`config.mk`:
```
export PLATFORM = sky130hd
export DESIGN_NAME = cmp_dntimer
export DESIGN_NICKNAME = d
export VERILOG_FILES = /design/src/rtl/tmr_pkg.sv /design/src/rtl/tmr_prescale.sv /design/src/rtl/tmr_regfile.sv /design/src/rtl/tmr_core.sv /design/src/rtl/cmp_dntimer.sv
export SDC_FILE = /design/constraint.sdc
export NUM_CORES = 1
export LEC_CHECK = 0
export BUFFER_PORTS_ARGS = -buffer_cell sky130_fd_sc_hd__buf_2
export CORE_ASPECT_RATIO = 1.4
export CORE_MARGIN = 2
export CORE_UTILIZATION = 45
export CTS_CLUSTER_SIZE = 14
export DETAILED_ROUTE_END_ITERATION = 10
export GPL_TIMING_DRIVEN = 0
export HOLD_SLACK_MARGIN = 0.08
export PLACE_DENSITY = 0.77
export SLEW_MARGIN = 0
export SYNTH_ARGS = -nofsm -noshare
export SYNTH_HDL_FRONTEND = slang
export SYNTH_SLANG_ARGS = --single-unit
```
`constraint.sdc`:
```
create_clock -name clk -period 2.7 [get_ports clk]
set_input_delay 0.135 -clock clk [delete_from_list [all_inputs] [get_ports clk]]
set_output_delay 0.135 -clock clk [all_outputs]
set_load 0.05 [all_outputs]
```
`src/rtl/tmr_pkg.sv`:
```
package tmr_pkg;
    localparam int DATA_W = 32;
    localparam int CTRL_W = 26;
    localparam int PSC_W  = 12;
    localparam int IDX_W  = 2;
    localparam int ADDR_W = IDX_W + 2;

    localparam int BIT_RUN    = 0,
                   BIT_STLD   = 1,
                   BIT_CIE    = 2,
                   BIT_ARLD   = 3,
                   BIT_PSC_LO = 4,
                   BIT_PSC_HI = BIT_PSC_LO + PSC_W - 1,
                   BIT_SRST   = 16,
                   BIT_THRU   = 17;

    // Bits that survive a soft reset: run, start-load and the four power keeps.
    localparam logic [CTRL_W-1:0] KEEP_MASK = 26'h0F0_0003;

    typedef enum logic [IDX_W-1:0] {
        IDX_CTRL = 2'd0,
        IDX_STAT = 2'd1,
        IDX_LOAD = 2'd2,
        IDX_CMP  = 2'd3
    } reg_idx_e;

    typedef enum logic [0:0] {
        ST_STOPPED = 1'b0,
        ST_RUNNING = 1'b1
    } run_state_e;
endpackage

```
`src/rtl/tmr_prescale.sv`:
```
module tmr_prescale #(
    parameter int DIV_W = tmr_pkg::PSC_W
) (
    input  logic             clk,
    input  logic             rst_n,
    input  logic             run,
    input  logic             clr,
    input  logic [DIV_W-1:0] div,
    output logic             tick
);
    logic [DIV_W-1:0] pre_q;

    assign tick = run && (pre_q >= div);

    always_ff @(posedge clk or negedge rst_n) begin
        if (!rst_n) begin
            pre_q <= '0;
        end else if (!run || clr || tick) begin
            pre_q <= '0;
        end else begin
            pre_q <= pre_q + 1'b1;
        end
    end

    // every tick restarts the division window
    assert_tick_restart_R6: assert property (@(posedge clk) disable iff (!rst_n)
        tick |=> (pre_q == '0));

    // a stopped timer leaves the divider parked at zero
    assert_idle_parked_R5: assert property (@(posedge clk) disable iff (!rst_n)
        !run |=> (pre_q == '0));
endmodule

```
`src/rtl/tmr_regfile.sv`:
```
module tmr_regfile
    import tmr_pkg::*;
#(
    parameter int DW = DATA_W
) (
    input  logic              clk,
    input  logic              rst_n,
    input  logic              wr,
    input  reg_idx_e          idx,
    input  logic [DW-1:0]     wdata,
    input  logic              match,
    output logic [CTRL_W-1:0] ctrl_q,
    output logic [DW-1:0]     load_q,
    output logic [DW-1:0]     cmp_q,
    output logic              stat_q,
    output logic [DW-1:0]     rdata,
    output logic              ctrl_wr,
    output logic              srst,
    output logic              load_wr
);
    logic stat_wr;
    logic cmp_wr;

    assign ctrl_wr = wr && (idx == IDX_CTRL);
    assign stat_wr = wr && (idx == IDX_STAT);
    assign load_wr = wr && (idx == IDX_LOAD);
    assign cmp_wr  = wr && (idx == IDX_CMP);
    assign srst    = ctrl_wr && wdata[BIT_SRST];

    always_ff @(posedge clk or negedge rst_n) begin
        if (!rst_n) begin
            ctrl_q <= '0;
        end else if (srst) begin
            ctrl_q <= wdata[CTRL_W-1:0] & KEEP_MASK;
        end else if (ctrl_wr) begin
            ctrl_q <= wdata[CTRL_W-1:0];
        end
    end

    always_ff @(posedge clk or negedge rst_n) begin
        if (!rst_n) begin
            load_q <= '1;
            cmp_q  <= '0;
        end else if (srst) begin
            load_q <= '1;
            cmp_q  <= '0;
        end else begin
            if (load_wr) load_q <= wdata;
            if (cmp_wr)  cmp_q  <= wdata;
        end
    end

    always_ff @(posedge clk or negedge rst_n) begin
        if (!rst_n) begin
            stat_q <= 1'b0;
        end else if (srst) begin
            stat_q <= 1'b0;
        end else if (match) begin
            stat_q <= 1'b1;
        end else if (stat_wr && wdata[0]) begin
            stat_q <= 1'b0;
        end
    end

    always_comb begin
        rdata = '0;
        unique case (idx)
            IDX_CTRL: rdata = {{(DW-CTRL_W){1'b0}}, ctrl_q};
            IDX_STAT: rdata = {{(DW-1){1'b0}}, stat_q};
            IDX_LOAD: rdata = load_q;
            IDX_CMP:  rdata = cmp_q;
        endcase
    end

    assert_swr_defaults_R3: assert property (@(posedge clk) disable iff (!rst_n)
        srst |=> (load_q == '1 && cmp_q == '0 && !stat_q));

    assert_ctrl_store_R2: assert property (@(posedge clk) disable iff (!rst_n)
        (ctrl_wr && !srst) |=> (ctrl_q == $past(wdata[CTRL_W-1:0])));

    assert_match_sets_R9: assert property (@(posedge clk) disable iff (!rst_n)
        (match && !srst) |=> stat_q);

    assert_flag_source_R10: assert property (@(posedge clk) disable iff (!rst_n)
        $rose(stat_q) |-> $past(match));
endmodule

```
`src/rtl/tmr_core.sv`:
```
module tmr_core
    import tmr_pkg::*;
#(
    parameter int DW = DATA_W
) (
    input  logic          clk,
    input  logic          rst_n,
    input  logic          tick,
    input  logic          ctrl_wr,
    input  logic          srst,
    input  logic          wr_run,
    input  logic          wr_stld,
    input  logic          wr_arld,
    input  logic          load_wr,
    input  logic          load_thru,
    input  logic          cmp_ie,
    input  logic          auto_rld,
    input  logic [DW-1:0] wdata,
    input  logic [DW-1:0] load_q,
    input  logic [DW-1:0] cmp_q,
    output logic          running,
    output logic          match
);
    run_state_e state_q, state_d;
    logic       start_evt;
    logic [DW-1:0] cnt_q;
    logic [DW-1:0] cnt_dec;

    // state register
    always_ff @(posedge clk or negedge rst_n) begin
        if (!rst_n) state_q <= ST_STOPPED;
        else        state_q <= state_d;
    end

    // next state: START and HALT
    always_comb begin
        state_d = state_q;
        unique case (state_q)
            ST_STOPPED: if (ctrl_wr && wr_run)  state_d = ST_RUNNING;
            ST_RUNNING: if (ctrl_wr && !wr_run) state_d = ST_STOPPED;
        endcase
    end

    // state outputs
    always_comb begin
        running   = 1'b0;
        start_evt = 1'b0;
        unique case (state_q)
            ST_STOPPED: start_evt = ctrl_wr && wr_run;
            ST_RUNNING: running   = 1'b1;
        endcase
    end

    assign cnt_dec = (cnt_q == '0) ? (auto_rld ? load_q : '1) : (cnt_q - 1'b1);
    assign match   = tick && cmp_ie && (cnt_dec == cmp_q);

    always_ff @(posedge clk or negedge rst_n) begin
        if (!rst_n) begin
            cnt_q <= '1;
        end else if (srst) begin
            cnt_q <= '1;
        end else if (start_evt && wr_stld) begin
            cnt_q <= wr_arld ? load_q : '1;
        end else if (load_wr && load_thru) begin
            cnt_q <= wdata;
        end else if (tick) begin
            cnt_q <= cnt_dec;
        end
    end

    assert_stopped_hold_R5: assert property (@(posedge clk) disable iff (!rst_n)
        (state_q == ST_STOPPED && !ctrl_wr && !(load_wr && load_thru)) |=> (cnt_q == $past(cnt_q)));

    assert_no_match_stopped_R5: assert property (@(posedge clk) disable iff (!rst_n)
        (state_q == ST_STOPPED) |-> !match);

    assert_wrap_ones_R7: assert property (@(posedge clk) disable iff (!rst_n)
        (tick && cnt_q == '0 && !auto_rld && !ctrl_wr && !load_wr) |=> (cnt_q == '1));

    assert_thru_load_R8: assert property (@(posedge clk) disable iff (!rst_n)
        (load_wr && load_thru) |=> (cnt_q == $past(wdata)));

    assert_no_restart_R4: assert property (@(posedge clk) disable iff (!rst_n)
        (state_q == ST_RUNNING && ctrl_wr && !srst && !tick) |=> (cnt_q == $past(cnt_q)));
endmodule

```
`src/rtl/cmp_dntimer.sv`:
```
module cmp_dntimer
    import tmr_pkg::*;
#(
    parameter int DW = DATA_W,
    parameter int AW = ADDR_W
) (
    input  logic          clk,
    input  logic          rst_n,
    input  logic          reg_wr,
    input  logic [AW-1:0] reg_addr,
    input  logic [DW-1:0] reg_wdata,
    output logic [DW-1:0] reg_rdata,
    output logic          irq
);
    logic [CTRL_W-1:0] ctrl_q;
    logic [DW-1:0]     load_q;
    logic [DW-1:0]     cmp_q;
    logic              stat_q;
    logic              ctrl_wr, srst, load_wr;
    logic              running, match, tick;
    logic              unused_addr_lo;
    reg_idx_e          idx;

    assign idx            = reg_idx_e'(reg_addr[AW-1:2]);
    assign unused_addr_lo = ^reg_addr[1:0];

    tmr_regfile #(.DW(DW)) u_regs (
        .clk     (clk),
        .rst_n   (rst_n),
        .wr      (reg_wr),
        .idx     (idx),
        .wdata   (reg_wdata),
        .match   (match),
        .ctrl_q  (ctrl_q),
        .load_q  (load_q),
        .cmp_q   (cmp_q),
        .stat_q  (stat_q),
        .rdata   (reg_rdata),
        .ctrl_wr (ctrl_wr),
        .srst    (srst),
        .load_wr (load_wr)
    );

    tmr_prescale #(.DIV_W(PSC_W)) u_pre (
        .clk   (clk),
        .rst_n (rst_n),
        .run   (running),
        .clr   (srst),
        .div   (ctrl_q[BIT_PSC_HI:BIT_PSC_LO]),
        .tick  (tick)
    );

    tmr_core #(.DW(DW)) u_core (
        .clk       (clk),
        .rst_n     (rst_n),
        .tick      (tick),
        .ctrl_wr   (ctrl_wr),
        .srst      (srst),
        .wr_run    (reg_wdata[BIT_RUN]),
        .wr_stld   (reg_wdata[BIT_STLD]),
        .wr_arld   (reg_wdata[BIT_ARLD]),
        .load_wr   (load_wr),
        .load_thru (ctrl_q[BIT_THRU]),
        .cmp_ie    (ctrl_q[BIT_CIE]),
        .auto_rld  (ctrl_q[BIT_ARLD]),
        .wdata     (reg_wdata),
        .load_q    (load_q),
        .cmp_q     (cmp_q),
        .running   (running),
        .match     (match)
    );

    assign irq = stat_q && ctrl_q[BIT_CIE];

    // the run state machine and the stored run bit never disagree
    assert_state_tracks_run_R4: assert property (@(posedge clk) disable iff (!rst_n)
        running == ctrl_q[BIT_RUN]);
endmodule

```
==> results.yml, run 1 <==
outcome:
  status: "complete, but fails checks"
  violations: "setup timing"
final_layout:
  multi_input_area_um2: 5220
  fill_cells: 1767
  fin_nets: 1298
  final_area_um2: 10960
  areaGrowthSynthToFinish_pct: 24.18
  antennaDiodeCount: 0
  final-seq-area_um2: 3483
  final_cells: 1505
  drive_gt1_share_pct: 21.64
critical_path:
  end_kind: "register"
  critPathMaxFanout: 7
  rr_worst_depth: 11
  crit_start: "u_core.cnt_q[4]"
  rr_startpoint: "u_core.cnt_q[4]"
  crit_cells: 11
  path_buf_inv: 2
  endpoint: "u_regs.stat_q"
  critPathKind: "register to register"
  cp.required_ns: 3.02
  slowest_stage: "dfstp_2"
  setup.worst_path.start_class: "register"
  r2r_slack_ns: -0.51
  critPathTopFamily: "simple AND/OR/NAND/NOR gates"
  crit_top_cell: "buf_4"
  path_cells: "nor4_4, buf_4, buf_4, nand2_2, or3_1, xor2_2, a211o_1, o2111ai_1, nor4_2, nand4_1, o41ai_2"
  critPathMaxStageDelay_ns: 0.42
  worstReg2RegEnd: "u_regs.stat_q"
  critPathArrivalTime_ns: 3.53
timing:
  tightest_slew_ns: 1.040
  slew_viol_final: 0
  setup_viol: 1
  rsz0062_at_grt: "true"
  layout_setup_ws_ns: -0.5108
  maxSlewHeadroom_pct: 30.66
  skew_ns: 0.01067
  fin_hold_ws_ns: 0.1711
  period_share_pct: 118.9
  fin_crit_ns: 3.211
  max_freq_ghz: 0.3114
  hold_viol: 0
global_routing:
  grt_pass1_wl_mm: 54.37
  grt_pass1_vias: 9504
  grt_max_degree: 83
  grtUsageTotal_pct: 35.10
  grt_overflow_total: 0
  grt_antenna_before_repair: 0
route:
  ant_nets: 0
  met1Wirelength_mm: 12.75
  wl_mm: 35.87
  top_layer: "met4"
  drt_first_pass_iters: 8
  wl_per_cell_um: 23.84
  wl_met3_mm: 2.975
  dr.first_iter.drc_count: 1043
  vias_per_cell: 6.225
  drc: 0
  met2_length_mm: 17.27
  vias: 9369
cts:
  htree_levels: 4
  max-clock-path-buffers: 2
  cts_made_buffers: 17
  clock-sinks: 136
  cts_tree: "built"
  cts_root_buf: "clkbuf_16"
  insertion_delay_ns: 0.43
  clkTransAtPathRegs_ns: 0.07
power:
  ir_drop_v: 0.0004918
  power_density_nw_per_um2: 778.7
  leakage_nw: 4.790
die:
  die_w_um: 122.4
  core_um2: 19220
  rows: 60
  io_pins: 72
  start_util_pct: 45.93
  die_h_um: 169.7
  dieArea_um2: 20770
run:
  drv_cap: 0
yosys:
  synthCells: 1104
  syn_avg_cell_area_um2: 7.996
  netlist_area_um2: 8827
  synth-edff-count: 0
  synth_nets: 1158
  ys_seq_area_share_pct: 39.46
  ys.flop_type: "dfrtp_1"
  synth.ff_latch_count: 136
  synthArstFlopShare_pct: 100.0
  yosysUniqueCellTypes: 66
  yosysWarnings: 0
worst_hold_path:
  hold_path.class: "input port to register"
placement:
  dpl-instance-area_um2: 9583
  post-place-cells: 1420
  portBuffers: 67
  dp_hpwl_mm: 26.71
  gp_congestion: 0.9971
## per-stage QoR
step / total power (W) / setup WS, ns / TNS (ns) / utilization [%]
final: 0.008536 / -0.5108 / -0.5108 / 57.04
after global routing: 0.008878 / -0.5458 / -0.8061 / 57.04
after CTS: 0.008347 / -0.4182 / -0.4208 / 56.45
after detailed placement: 0.005710 / -0.9924 / -7.727 / 49.86
after global placement: 0.005659 / -0.9708 / -32.56 / 49.69
after floorplan: 0.004818 / 0.02916 / 0 / -
## how the worst min path moves through the flow
| stage | endpoint | start | cells past startpoint |
|---|---|---|---|
| after floorplan | async pin | rst_n | 0 |
| after global placement | u_regs.load_q[30] | reg_wdata[30] | 3 |
| after detailed placement | u_regs.cmp_q[26] | rst_n | 1 |
| after CTS | u_regs.stat_q | reg_wr | 4 |
| after global routing | u_regs.stat_q | reg_wr | 4 |
| final | u_regs.stat_q | reg_wr | 4 |
## area by class of cell
cell class	instances	area share [%]
Clock buffer	19	4.041
Inverter	37	1.267
Timing Repair Buffer	124	7.933
Sequential cell	136	31.78
Buffer	73	2.888
Clock inverter	13	1.644
Multi-Input combinational cell	855	47.62
Tap cell	248	2.831
## metal layers
metal	track usage, %	up-vias
met5	0	-
met4	25.59	0
met3	4.973	177
met2	57.42	625
met1	41.62	4420
li1	-	4147
## flip-flops by register name (all words and copies together) (netlist names), named ones only
name           flops
u_core.cnt_q      32
u_pre.pre_q       12
u_regs.stat_q      1
u_regs.load_q     32
u_regs.cmp_q      32
u_regs.ctrl_q     26
## power breakdown
group          internal (W)  switching (W)  total (W)
clock               0.00151        0.00102    0.00252
sequential          0.00265       0.000715    0.00337
combinational      0.000995        0.00165    0.00264
total               0.00516        0.00338    0.00854
## tightest hold or removal path, stage by stage
cell and delay (ns):
buf_2 0.13, nand2b_1 0.08, o21ai_0 0.14, o41ai_2 0.07
## cell usage after synthesis, types with 4 or more instances
cell type	number	area share, %
nor4b_1	4	0.40
nor4_2	5	0.71
and2_1	11	0.78
a31o_2	11	1.1
clkbuf_1	57	2.4
o211ai_1	13	1.1
o2111ai_1	4	0.40
dfstp_2	64	19
or3_1	6	0.43
a22oi_1	4	0.34
o22ai_1	9	0.64
o221ai_1	5	0.50
buf_1	11	0.47
nor3_1	11	0.62
inv_1	37	1.6
o31ai_1	7	0.60
ha_1	15	2.1
and3_1	7	0.50
nand2_1	273	12
mux2i_1	32	3.6
nand2b_1	5	0.35
nand4_1	7	0.50
nor2b_1	9	0.64
dfrtp_1	72	20
nor2_1	80	3.4
xor2_1	23	2.3
nor4_1	8	0.57
a31oi_1	33	2.3
xnor2_1	22	2.2
nand3_1	38	2.2
a21oi_1	48	2.7
o32ai_1	4	0.40
buf_2	5	0.28
o21ai_0	103	5.8
## kinds of logic (layout without fill, tap and decap cells)
logic type	after synthesis	count (layout)	synth area share, %
and+or+nand+nor	488	488	25.49
AOI/OAI and AO/OA	271	271	19.11
DFF	136	136	39.46
buffers and inverters	113	266	5.089
xor gates and xnor gates	45	45	4.465
muxes	36	36	4.266
adders and majority gates	15	15	2.126
## repair_timing
item                       in CTS  in global routing
hold buffers                   32                  0
gates resized for setup        40                 24
pin swaps                      13                 11
buffers inserted               22                  2
hold endpoints to repair      141                  0
setup endpoints to repair      33                 29
## cells in the final DEF, fill, tap and decap left out, types with 26 or more instances in the layout
cell	n
inv_1	37
buf_2	69
dfstp_2	64
nand3_1	37
mux2i_1	32
nor2_1	80
nand2_1	271
a21oi_1	48
o21ai_0	95
a31oi_1	32
dfrtp_1	72
dlygate4sd3_1	32
buf_4	26
clkbuf_1	53
Power figures use the tool's default switching activity.
==> inputs of run 2 (changes only) <==
PLACE_DENSITY = 0.75   (was 0.77)
clock period = 3.3 ns   (was 2.7 ns; I/O delays follow)
==> run 2 against run 1 <==
Net effect: the run still ends with setup timing left; utilization down 0.63 points; clock skew increased by 0.00096 ns; fmax down 3.3%; critical path type unchanged; highest routed layer unchanged.
==> results.yml, run 2 (synthesis results as in run 1) <==
timing:
  slew_viol_final: 0
  tightest_slew_ns: 0.9731
  layout_setup_ws_ns: -0.01877
  skew_ns: 0.01163
  maxSlewHeadroom_pct: 35.13
  hold_viol: 0
  setup_viol: 1
  fin_crit_ns: 3.319
  max_freq_ghz: 0.3013
  period_share_pct: 100.6
final_layout:
  final_common_cell: "nand2_1"
  fill_cells: 1808
  fin_nets: 1297
  antennaDiodeCount: 0
  final_util_pct: 56.41
  final_cells: 1504
  areaGrowthSynthToFinish_pct: 22.81
  reg_top3: "u_core.cnt_q x32, u_regs.cmp_q x32, u_regs.load_q x32"
  mostFrequentLayoutCells: "271 x nand2_1, 103 x o21ai_0, 79 x nor2_1"
  drive_gt1_share_pct: 20.38
die:
  start_util_pct: 45.93
  die_w_um: 122.4
  die_h_um: 169.7
  io_pins: 72
  dieArea_um2: 20770
  core_um2: 19220
  rows: 60
global_routing:
  grt_antenna_before_repair: 0
  grt_pass1_vias: 9418
  grt_overflow_total: 0
  grt_max_degree: 77
  grt_pass1_wl_mm: 53.98
  grtUsageTotal_pct: 34.76
placement:
  portBuffers: 67
  dp_hpwl_mm: 26.72
  post-place-cells: 1420
  gp_congestion: 1.009
power:
  leakage_nw: 4.715
  ir_drop_v: 0.0003541
  power_density_nw_per_um2: 625.6
worst_hold_path:
  hold_path_end: "u_regs.load_q[16]"
  hold_depth: 4
  hold_path.class: "input port to register"
  hp-start: "reg_wr"
route:
  drc: 0
  dr.first_iter.drc_count: 995
  wl_mm: 35.31
  drt_first_pass_iters: 9
  wl_per_cell_um: 23.48
  ant_nets: 0
  vias: 9138
  vias_per_cell: 6.076
critical_path:
  critPathArrivalTime_ns: 3.65
  rr_startpoint: "u_core.cnt_q[1]"
  critPathKind: "register to register"
  end_kind: "register"
  rr_worst_depth: 11
  critPathMaxFanout: 10
  cp.required_ns: 3.63
  setup.worst_path.start_class: "register"
  worstReg2RegEnd: "u_regs.stat_q"
  r2r_slack_ns: -0.02
cts:
  cts_root_buf: "clkbuf_16"
  clkTransAtPathRegs_ns: 0.07
  max-clock-path-buffers: 2
  htree_levels: 4
  cts_tree: "built"
  cts_made_buffers: 17
  clock-sinks: 136
  insertion_delay_ns: 0.43
outcome:
  status: "complete, but fails checks"
  violations: "setup timing"
run:
  drv_cap: 0
==> run 2: what timing repair did <==
item,CTS,global route
endpoints found under the setup margin,2,1
buffers inserted,12,8
hold buffers,32,0
hold endpoints to repair,104,0
cloned,0,0
gates resized for setup,30,19
pin swaps,8,7
==> run 2: worst max-delay path, stage by stage, from the launching register on <==
cell,delay [ns]
dfstp_2,0.41
inv_1,0.09
ha_1,0.28
nor4b_4,0.30
and4_4,0.31
nand2_4,0.12
clkbuf_2,0.25
o31ai_1,0.35
o2111ai_1,0.17
nor4_2,0.40
nand4_1,0.26
o41ai_2,0.26
==> run 2: area by class of cell <==
type	instances	area [µm²]	area share, %
clock buffer	18	429.2	3.959
clock inverter	14	137.6	1.270
inverter	37	138.9	1.281
multi-input combinational	855	5167	47.67
tap	248	310.3	2.862
buffer	76	321.6	2.966
sequential	136	3483	32.13
timing repair buffer	120	852.1	7.860
==> run 2: per-layer routing <==
| layer | vias to the layer above | part of all wire [%] | track usage, % |
|---|---|---|---|
| li1 | 4149 | - | - |
| met2 | 509 | 48 | 57.00 |
| met5 | - | 0 | 0 |
| met1 | 4299 | 37 | 40.30 |
| met3 | 181 | 7.1 | 6.250 |
| met4 | 0 | 8.1 | 25.24 |
==> run 2: worst max path at each step <==
stage | end | from | cells past startpoint
final | u_regs.stat_q | u_core.cnt_q[1] | 11
after global routing | u_regs.stat_q | u_core.cnt_q[8] | 10
after CTS | u_regs.stat_q | u_core.cnt_q[18] | 10
after detailed placement | u_regs.stat_q | u_core.cnt_q[0] | 11
after global placement | u_regs.stat_q | u_core.cnt_q[0] | 11
after floorplan | u_regs.stat_q | u_core.cnt_q[0] | 11
==> run 2: power breakdown <==
group | internal [W] | switching (W) | total (W)
Clock | 0.00106 | 0.000839 | 0.00190
Combinational | 0.000824 | 0.00135 | 0.00217
Sequential | 0.00217 | 0.000545 | 0.00271
Total | 0.00405 | 0.00273 | 0.00678
==> run 2: stage by stage <==
stage	worst slack (ns)	power (W)	instance area [µm²]	hold WS (ns)	TNS, ns
global placement	-0.6931	0.004583	9473	0.4233	-0.6931
floorplan	0.4204	0.003909	8827	-0.1306	0
detailed placement	-0.7309	0.004625	9507	0.1794	-0.7893
global route	-0.01537	0.007062	10840	0.2410	-0.01537
finish	-0.01877	0.006781	10840	0.1875	-0.01877
CTS	0.05950	0.006606	10650	0.1790	0
